`src/rtl/rtg_pkg.sv`:
```
package rtg_pkg;

  typedef enum logic [1:0] {
    DW_FULL      = 2'd0,
    DW_HALF      = 2'd1,
    DW_COMP      = 2'd2,
    DW_COMP_HALF = 2'd3
  } dw_sel_e;

  function automatic dw_sel_e dw_select(input logic comp, input logic wide, input logic dp);
    if (comp)             return wide ? DW_COMP_HALF : DW_COMP;
    else if (wide && !dp) return DW_HALF;
    else                  return DW_FULL;
  endfunction

endpackage

```
`src/rtl/rtg_shadow.sv`:
```
module rtg_shadow #(
  parameter int HW = 12,
  parameter int VW = 12,
  parameter int BW = 16
) (
  input  logic          clk,
  input  logic          rst_n,
  input  logic          load,
  input  logic [HW-1:0] hsync_w,
  input  logic [HW-1:0] hbp,
  input  logic [HW-1:0] hact,
  input  logic [HW-1:0] hfp,
  input  logic [VW-1:0] vsync_w,
  input  logic [VW-1:0] vbp,
  input  logic [VW-1:0] vact,
  input  logic [VW-1:0] vfp,
  input  logic [HW-1:0] hskew,
  input  logic          comp_en,
  input  logic [BW-1:0] comp_bytes,
  input  logic          wide_en,
  input  logic          dp_mode,
  output logic [HW-1:0]    s_hp,
  output logic [VW-1:0]    s_vp,
  output logic [HW-1:0]    s_hsw,
  output logic [VW-1:0]    s_vsw,
  output logic [HW-1:0]    s_hstart,
  output logic [HW-1:0]    s_hend,
  output logic [HW-1:0]    s_dend,
  output logic [HW+VW-1:0] s_vstart,
  output logic [HW+VW-1:0] s_vend,
  output logic             s_follow
);
  import rtg_pkg::*;

  localparam int LW = HW + VW;
  localparam int CW = BW + 1;
  localparam logic [CW-1:0] ROUND2 = CW'(2);
  localparam logic [CW-1:0] DIV3   = CW'(3);

  logic [HW-1:0] hp_n, hstart_n, hend_n, dw_n, dend_n;
  logic [VW-1:0] vp_n, vlead_n, vlast_n;
  logic [LW-1:0] vstart_n, vend_n;
  logic [CW-1:0] cdiv_n;
  dw_sel_e       sel_n;

  always_comb begin
    hp_n     = hsync_w + hbp + hact + hfp;
    vp_n     = vsync_w + vbp + vact + vfp;
    hstart_n = hsync_w + hbp;
    hend_n   = hp_n - hfp - HW'(1);
    vlead_n  = vsync_w + vbp;
    vlast_n  = vp_n - vfp;
    vstart_n = LW'(vlead_n) * LW'(hp_n) + LW'(hskew);
    vend_n   = LW'(vlast_n) * LW'(hp_n) + LW'(hskew) - LW'(1);
    if (dp_mode) begin
      vstart_n = vstart_n + LW'(hstart_n);
      vend_n   = vend_n - LW'(hfp);
    end
    cdiv_n = (CW'(comp_bytes) + ROUND2) / DIV3;
    sel_n  = dw_select(comp_en, wide_en, dp_mode);
    case (sel_n)
      DW_COMP:      dw_n = HW'(cdiv_n);
      DW_COMP_HALF: dw_n = HW'(cdiv_n >> 1);
      DW_HALF:      dw_n = hact >> 1;
      default:      dw_n = hact;
    endcase
    dend_n = hstart_n + dw_n - HW'(1);
  end

  always_ff @(posedge clk or negedge rst_n) begin
    if (!rst_n) begin
      s_hp     <= '0;
      s_vp     <= '0;
      s_hsw    <= '0;
      s_vsw    <= '0;
      s_hstart <= '0;
      s_hend   <= '0;
      s_dend   <= '0;
      s_vstart <= '0;
      s_vend   <= '0;
      s_follow <= 1'b0;
    end else if (load) begin
      s_hp     <= hp_n;
      s_vp     <= vp_n;
      s_hsw    <= hsync_w;
      s_vsw    <= vsync_w;
      s_hstart <= hstart_n;
      s_hend   <= hend_n;
      s_dend   <= dend_n;
      s_vstart <= vstart_n;
      s_vend   <= vend_n;
      s_follow <= comp_en && !wide_en;
    end
  end

endmodule

```
`src/rtl/rtg_counter.sv`:
```
module rtg_counter #(
  parameter int HW = 12,
  parameter int VW = 12
) (
  input  logic             clk,
  input  logic             rst_n,
  input  logic             en,
  input  logic [HW-1:0]    hp,
  input  logic [VW-1:0]    vp,
  output logic [HW-1:0]    h,
  output logic [VW-1:0]    v,
  output logic [HW+VW-1:0] lin,
  output logic             frame_end
);
  localparam int LW = HW + VW;

  logic [HW-1:0] h_n;
  logic [VW-1:0] v_n;
  logic [LW-1:0] lin_n;
  logic          line_end;

  always_comb begin
    line_end  = (h == hp - HW'(1));
    frame_end = en && line_end && (v == vp - VW'(1));
    h_n   = h + HW'(1);
    v_n   = v;
    lin_n = lin + LW'(1);
    if (!en || frame_end) begin
      h_n   = '0;
      v_n   = '0;
      lin_n = '0;
    end else if (line_end) begin
      h_n = '0;
      v_n = v + VW'(1);
    end
  end

  always_ff @(posedge clk or negedge rst_n) begin
    if (!rst_n) begin
      h   <= '0;
      v   <= '0;
      lin <= '0;
    end else begin
      h   <= h_n;
      v   <= v_n;
      lin <= lin_n;
    end
  end

endmodule

```
`src/rtl/rtg_decode.sv`:
```
module rtg_decode #(
  parameter int HW = 12,
  parameter int VW = 12
) (
  input  logic             en,
  input  logic [HW-1:0]    h,
  input  logic [VW-1:0]    v,
  input  logic [HW+VW-1:0] lin,
  input  logic [HW-1:0]    s_hsw,
  input  logic [VW-1:0]    s_vsw,
  input  logic [HW-1:0]    s_hstart,
  input  logic [HW-1:0]    s_hend,
  input  logic [HW-1:0]    s_dend,
  input  logic [HW+VW-1:0] s_vstart,
  input  logic [HW+VW-1:0] s_vend,
  input  logic             s_follow,
  output logic             hsync,
  output logic             vsync,
  output logic             de,
  output logic             dv
);
  logic in_v, in_h, in_d;

  always_comb begin
    in_v  = (lin >= s_vstart) && (lin <= s_vend);
    in_h  = (h >= s_hstart) && (h <= s_hend);
    in_d  = s_follow ? in_h : ((h >= s_hstart) && (h <= s_dend));
    hsync = en && (h < s_hsw);
    vsync = en && (v < s_vsw);
    de    = en && in_v && in_h;
    dv    = en && in_v && in_d;
  end

endmodule

```
`src/rtl/raster_timing_gen.sv`:
```
module raster_timing_gen #(
  parameter int HW = 12,
  parameter int VW = 12,
  parameter int BW = 16
) (
  input  logic          clk,
  input  logic          rst_n,
  input  logic          en,
  input  logic [HW-1:0] cfg_hsync_w,
  input  logic [HW-1:0] cfg_hbp,
  input  logic [HW-1:0] cfg_hact,
  input  logic [HW-1:0] cfg_hfp,
  input  logic [VW-1:0] cfg_vsync_w,
  input  logic [VW-1:0] cfg_vbp,
  input  logic [VW-1:0] cfg_vact,
  input  logic [VW-1:0] cfg_vfp,
  input  logic [HW-1:0] cfg_hskew,
  input  logic          cfg_comp_en,
  input  logic [BW-1:0] cfg_comp_bytes,
  input  logic          cfg_wide_en,
  input  logic          cfg_dp_mode,
  output logic          hsync,
  output logic          vsync,
  output logic          de,
  output logic          dv,
  output logic [HW-1:0] h_cnt,
  output logic [VW-1:0] v_cnt
);
  localparam int LW = HW + VW;

  logic [HW-1:0] s_hp, s_hsw, s_hstart, s_hend, s_dend;
  logic [VW-1:0] s_vp, s_vsw;
  logic [LW-1:0] s_vstart, s_vend, lin;
  logic          s_follow, frame_end, load;

  assign load = !en || frame_end;

  rtg_shadow #(.HW(HW), .VW(VW), .BW(BW)) u_shadow (
    .clk(clk), .rst_n(rst_n), .load(load),
    .hsync_w(cfg_hsync_w), .hbp(cfg_hbp), .hact(cfg_hact), .hfp(cfg_hfp),
    .vsync_w(cfg_vsync_w), .vbp(cfg_vbp), .vact(cfg_vact), .vfp(cfg_vfp),
    .hskew(cfg_hskew), .comp_en(cfg_comp_en), .comp_bytes(cfg_comp_bytes),
    .wide_en(cfg_wide_en), .dp_mode(cfg_dp_mode),
    .s_hp(s_hp), .s_vp(s_vp), .s_hsw(s_hsw), .s_vsw(s_vsw),
    .s_hstart(s_hstart), .s_hend(s_hend), .s_dend(s_dend),
    .s_vstart(s_vstart), .s_vend(s_vend), .s_follow(s_follow)
  );

  rtg_counter #(.HW(HW), .VW(VW)) u_counter (
    .clk(clk), .rst_n(rst_n), .en(en), .hp(s_hp), .vp(s_vp),
    .h(h_cnt), .v(v_cnt), .lin(lin), .frame_end(frame_end)
  );

  rtg_decode #(.HW(HW), .VW(VW)) u_decode (
    .en(en), .h(h_cnt), .v(v_cnt), .lin(lin),
    .s_hsw(s_hsw), .s_vsw(s_vsw), .s_hstart(s_hstart), .s_hend(s_hend),
    .s_dend(s_dend), .s_vstart(s_vstart), .s_vend(s_vend), .s_follow(s_follow),
    .hsync(hsync), .vsync(vsync), .de(de), .dv(dv)
  );

endmodule

```
`config.mk`:
```
export PLATFORM = sky130hd
export DESIGN_NAME = raster_timing_gen
export DESIGN_NICKNAME = d
export VERILOG_FILES = /design/src/rtl/rtg_pkg.sv /design/src/rtl/rtg_shadow.sv /design/src/rtl/rtg_counter.sv /design/src/rtl/rtg_decode.sv /design/src/rtl/raster_timing_gen.sv
export SDC_FILE = /design/constraint.sdc
export NUM_CORES = 2
export LEC_CHECK = 0
export BUFFER_PORTS_ARGS = -buffer_cell sky130_fd_sc_hd__buf_2
export CAP_MARGIN = 15
export CORE_MARGIN = 2
export CORE_UTILIZATION = 50
export DETAILED_ROUTE_END_ITERATION = 16
export MAX_ROUTING_LAYER = met4
export PLACE_DENSITY_LB_ADDON = 0.3
export SKIP_CTS_REPAIR_TIMING = 1
export SLEW_MARGIN = 20
export SYNTH_ARGS = -nofsm -noshare
export SYNTH_HDL_FRONTEND = slang
export SYNTH_SLANG_ARGS = --single-unit
```
`constraint.sdc`:
```
create_clock -name clk -period 6.1 [get_ports clk]
set_input_delay 0.61 -clock clk [delete_from_list [all_inputs] [get_ports clk]]
set_output_delay 0.61 -clock clk [all_outputs]
set_load 0.005 [all_outputs]
```
# Yosys cells after proc, flatten, opt, wreduce, memory -nomap -nowiden
# Cells that the tools add are included.
[word_totals] elab_cells=79 regBits=181
[op_classes] n_addsub=22 n_lt_le_gt_ge=7 mux=12 reduce_logical=17 n_eq_ne=5 multipliers=2 div_mod_pow=1
[ops] operator="adder 12 bit" count=7
[ops] operator="adder 24 x 12 -> 24 bit" count=3
[ops] operator="two-way mux 24 bit" count=3
[ops] operator="multiplier 12 x 12 -> 24 bit" count=2
[ops] operator="two-way mux 12 bit" count=4
[ops] operator="subtractor 12 x 1 -> 12 bit (second input constant)" count=4
[ops] operator="one-hot mux 12 bit (3 select lines)" count=1
[ops] operator="adder 12 x 1 -> 12 bit (second input constant)" count=2
[ops] operator="adder 24 x 1 -> 24 bit (second input constant)" count=1
[ops] operator="equality test 12 bit" count=2
[ops] operator="greater-or-equal comparator 24 bit" count=1
[ops] operator="<= comparator 12 bit" count=2
[ops] operator="<= comparator 24 bit" count=1
[ops] operator="less-than comparator 12 bit" count=2
[ops] operator="subtractor 12 bit" count=2
[ops] operator="subtractor 24 x 1 -> 24 bit (second input constant)" count=1
[ops] operator="subtractor 24 x 12 -> 24 bit" count=1
[ops] operator="adder 16 x 2 -> 17 bit (second input constant)" count=1
[ops] operator="divider 17 x 2 -> 17 bit (second input constant)" count=1
[ops] operator="greater-or-equal comparator 12 bit" count=1
[ops] operator="logical AND 1 bit" count=12
[ops] operator="equality test 2 bit (second input constant)" count=2
[ops] operator="zero test 1 bit" count=3
[ops] operator="two-way mux 1 bit" count=3
[ops] operator="other kinds (4)" count=4

# Depth between registers and ports, before layout
[logic_depth] depth_word=9 ltp_mapped=65 ltp_nobuf=59

# Modules after synthesis
# From an unflattened synthesis, not the netlist that was laid out.
[unflattened] cells_unflattened=3746 area_unflattened_um2=31286.3
[modules_own_cells] mod="rtg_shadow" area_each_um2=25233.0 cells_each=2989 instances=1 seq_area_each_um2=3328.2
[modules_own_cells] mod="rtg_counter" area_each_um2=3393.3 cells_each=383 instances=1 seq_area_each_um2=1201.2
[modules_own_cells] mod="rtg_decode" area_each_um2=2653.8 cells_each=373 instances=1 seq_area_each_um2=0.0
[modules_own_cells] mod="raster_timing_gen" area_each_um2=6.3 cells_each=1 instances=1 seq_area_each_um2=0.0

# Worst setup path after synthesis
# OpenSTA, ideal clock, no wires.
[synth_path] path_kind="input to register" from="in cfg_comp_bytes[1]" to="reg u_shadow.s_dend[11]" setup_time_ns=0.083 path_stages=63 arrival_ns=12.897 path_slack_ns=-6.880 path_cell_list="ha_1 > nand4_2 > nor4_4 > xor2_1 > ha_1 > nand4b_1 > or4_1 > and2_1 > buf_2 > nand3_1 > a211oi_1 > a2111oi_4 > and2_1 > nor2_1 > or4_4 > o31a_1 > o31a_1 > or3_4 > [... 27 more ...] > inv_1 > fa_1 > inv_1 > a21oi_1 > o21ai_0 > and2_1 > o21ai_0 > nand2_1 > and2_1 > o21ai_0 > nand2b_1 > a21o_1 > a21oi_1 > xnor2_1 > xnor2_1 > xor2_1 > nand2_1 > o21ai_0"
[synth_between] elab_chain_cells=5
[synth_rtl] item="start, declared" line="raster_timing_gen.sv:19" rtl="input logic [BW-1:0] cfg_comp_bytes,"
[synth_rtl] item="adder 16 x 2 -> 17 bit" line="rtg_shadow.sv:59" rtl="cdiv_n = (CW'(comp_bytes) + ROUND2) / DIV3;"
[synth_rtl] item="divider 17 x 2 -> 17 bit" line="rtg_shadow.sv:59"
[synth_rtl] item="one-hot mux 12 bit (3 select lines)" line="rtg_shadow.sv:61" rtl="case (sel_n)"
[synth_rtl] item="adder 12 bit" line="rtg_shadow.sv:67" rtl="dend_n = hstart_n + dw_n - HW'(1);"
[synth_rtl] item="subtractor 12 x 1 -> 12 bit" line="rtg_shadow.sv:67"
[synth_rtl] item="end signal, assigned" line="rtg_shadow.sv:89" rtl="s_dend <= dend_n;"
[synth_rtl] item="end, declared" line="rtg_shadow.sv:28" rtl="output logic [HW-1:0] s_dend,"
# Every way passes these cells.
# A chain may end at the register's enable or synchronous reset.

# Worst setup path after layout
[layout_path] from="in cfg_comp_bytes[2]" to="reg u_shadow.s_dend[11]"
# Same word-level chain as after synthesis.

==> flow_summary.json <==
{
  "routed_wirelength_um": 101000,
  "dieHeight_um": 251,
  "crit_required_ps": 6490,
  "min_period_over_period_pct": 201,
  "synth-edff-count": 0,
  "synth-warning-count": 0,
  "worstPathArrival_ps": 12630,
  "syn-instance-count": 3762,
  "cp-endpoint": "u_shadow.s_dend[11]",
  "boundaryPins": 158,
  "synth_area_leaders": "fa_1 (17%), ha_1 (16%), dfrtp_1 (15%)",
  "vias": 30300,
  "pre_cts_ws_ps": -6710,
  "numCtsBuffers": 17,
  "ant_nets": 0,
  "dp.cells": 5381,
  "violations": "negative setup slack",
  "fp.dieW_um": 251,
  "cts_tree": "done",
  "fin_skew_ps": 8.90,
  "portBuffers": 157,
  "drv_slew": 0,
  "grt_pass1_wl_um": 152000,
  "setup_viol": 54,
  "cp_slowest_cell": "or4_4",
  "dpl.hpwl_um": 80200,
  "max_slew_margin_pct": 37.3,
  "ys_async_sr_fraction_pct": 100,
  "worstReg2RegStart": "u_shadow.s_hp[3]",
  "synth_nets": 4531,
  "fp.coreArea_mm2": 0.0604,
  "via_per_inst": 5.52,
  "drc": 0,
  "synth_common_cells": "inv_1 (604), ha_1 (379), nand2_1 (378), nor2_1 (303), fa_1 (260)",
  "finalHoldViolCount": 0,
  "htreeDepth": 4,
  "synth_area_mm2": 0.0305,
  "multi_input_area_mm2": 0.0261,
  "dr.pass1.iters": 6,
  "path_clk_slew_ps": 70,
  "synth_most_common_cell": "inv_1",
  "avgSynthCellArea_um2": 8.11,
  "worst_slack_ps": -6140,
  "fin_cells": 5490,
  "drive_gt1_share_pct": 33.2,
  "fmax_ghz": 0.0817,
  "worstSetupPathType": "input port to flip-flop",
  "path_max_fanout": 6,
  "insertion_delay_ps": 460,
  "r2r_end": "u_shadow.s_hsw[0]",
  "critical_path.most_common_cell": "or4_4",
  "synth_seq_area_share_pct": 14.8,
  "run_status": "complete, but fails checks",
  "wl_per_cell_um": 18.5,
  "nets": 5461,
  "clock_sinks": 181,
  "grt_pass1_vias": 28800,
  "die_area_mm2": 0.0630,
  "largestRegisters": "u_counter.lin x24, u_shadow.s_vend x24, u_shadow.s_vstart x24",
  "nFillCells": 4486,
  "startpoint_type": "input port",
  "synthToLayoutAreaGrowth_pct": 38.5,
  "synth_cell_types": 97,
  "hp-class": "input port to async pin",
  "ctsLongestPathBuffers": 2,
  "antenna_found_initial": 2,
  "grtUsageTotal_pct": 31.1,
  "netlist.top_cell.by_area": "fa_1",
  "cp_slowest_stage_delay_ps": 550,
  "maxCapViolCount": 0,
  "worst_setup_path_startpoint": "cfg_comp_bytes[2]",
  "netlist.area_leader.share_pct": 17.0,
  "gp_congestion": 0.945,
  "cts_root_buf": "clkbuf_16",
  "worstMarginPinSlew_ps": 941,
  "start_util_pct": 50.6,
  "min_period_ps": 12240,
  "ys_ff_latch": 181,
  "overflow": 0,
  "first_iter_violations": 2140,
  "rsz0062_at_grt": "true",
  "synth_ff_type": "dfrtp_1",
  "row_count": 90,
  "r2r_setup_slack_ps": 1560,
  "end_kind": "flip-flop",
  "rr_worst_depth": 13,
  "grt_max_degree": 129,
  "register_area_mm2": 0.00453
}
worst min-delay path by stage:
stage,from,to,cells after the start
global placement,u_shadow.s_hstart[11],u_shadow.s_hstart[11],1
CTS,rst_n,u_shadow.s_vsw[4],1
global route,rst_n,u_shadow.s_vsw[5],1
floorplan,rst_n,u_counter.h[0],0
detailed placement,u_shadow.s_vsw[0],u_shadow.s_vsw[0],1
finish,rst_n,u_shadow.s_vsw[4],1
worst max-delay path: cells and delay by family:
kind	cells	cell delay (ps)
AO/OA/AOI/OAI	20	4240
XOR/XNOR	5	680
adder cells (fa/ha/maj)	6	1030
buffers and inverters	7	600
multiplexers	1	190
AND/OR/NAND/NOR	24	5290
routing by layer:
metal,routed length (µm),share of wire (%),up-vias,track usage [%]
li1,-,-,14400,-
met1,42900,42,14800,41.4
met2,48100,47,1009,49.4
met3,7950,7.8,184,5.87
met4,2390,2.4,0,6.68
met5,0,0,-,-
layout make-up:
type | count | share of cell area, %
tap | 782 | 2.31
clock buffer | 20 | 1.06
multi-input combinational | 2858 | 61.7
timing repair buffer | 1029 | 18.4
sequential | 181 | 10.7
clock inverter | 12 | 0.361
inverter | 605 | 5.40
antenna | 3 | 0.0178
cells by family (layout without fill, tap and decap cells):
kind of cell             count (synthesis)  count (layout)  share of synthesized area [%]
AND/OR/NAND/NOR                       1087            1087                           16.7
AO/OA/AOI/OAI                          769             769                           16.0
buffers and inverters                  723            1666                           8.96
adder cells (fa/ha/maj)                639             639                           32.6
XOR/XNOR                               299             299                           8.65
flip-flops                             181             181                           14.8
multiplexers                            64              64                           2.26
other                                    0               3                              0
per-stage QoR:
stage / setup TNS [ps] / utilization [%] / cell area (µm²) / hold slack (ps)
final: -173090 / 70.0 / 42300 / 238
after CTS: -184020 / 65.4 / 39500 / 290
after global routing: -192130 / 70.0 / 42300 / 321
after global placement: -200750 / 64.4 / 38900 / 490
after detailed placement: -206680 / 64.4 / 38900 / 498
after floorplan: -164650 / - / 31500 / 314
layout by cell type (no fill, tap or decap), types with 60 or more instances in the layout:
| cell type | instances |
|---|---|
| xor2_1 | 88 |
| a21o_1 | 60 |
| buf_4 | 801 |
| fa_1 | 251 |
| ha_1 | 324 |
| buf_2 | 150 |
| nand2_1 | 355 |
| dfrtp_1 | 181 |
| a21oi_1 | 169 |
| inv_1 | 547 |
| xnor2_1 | 128 |
| nor2_1 | 288 |
| o21ai_0 | 151 |
| a21oi_2 | 64 |
Power is not shown: default switching activity piles up to over one toggle a cycle in this logic, so the estimate is an artifact.
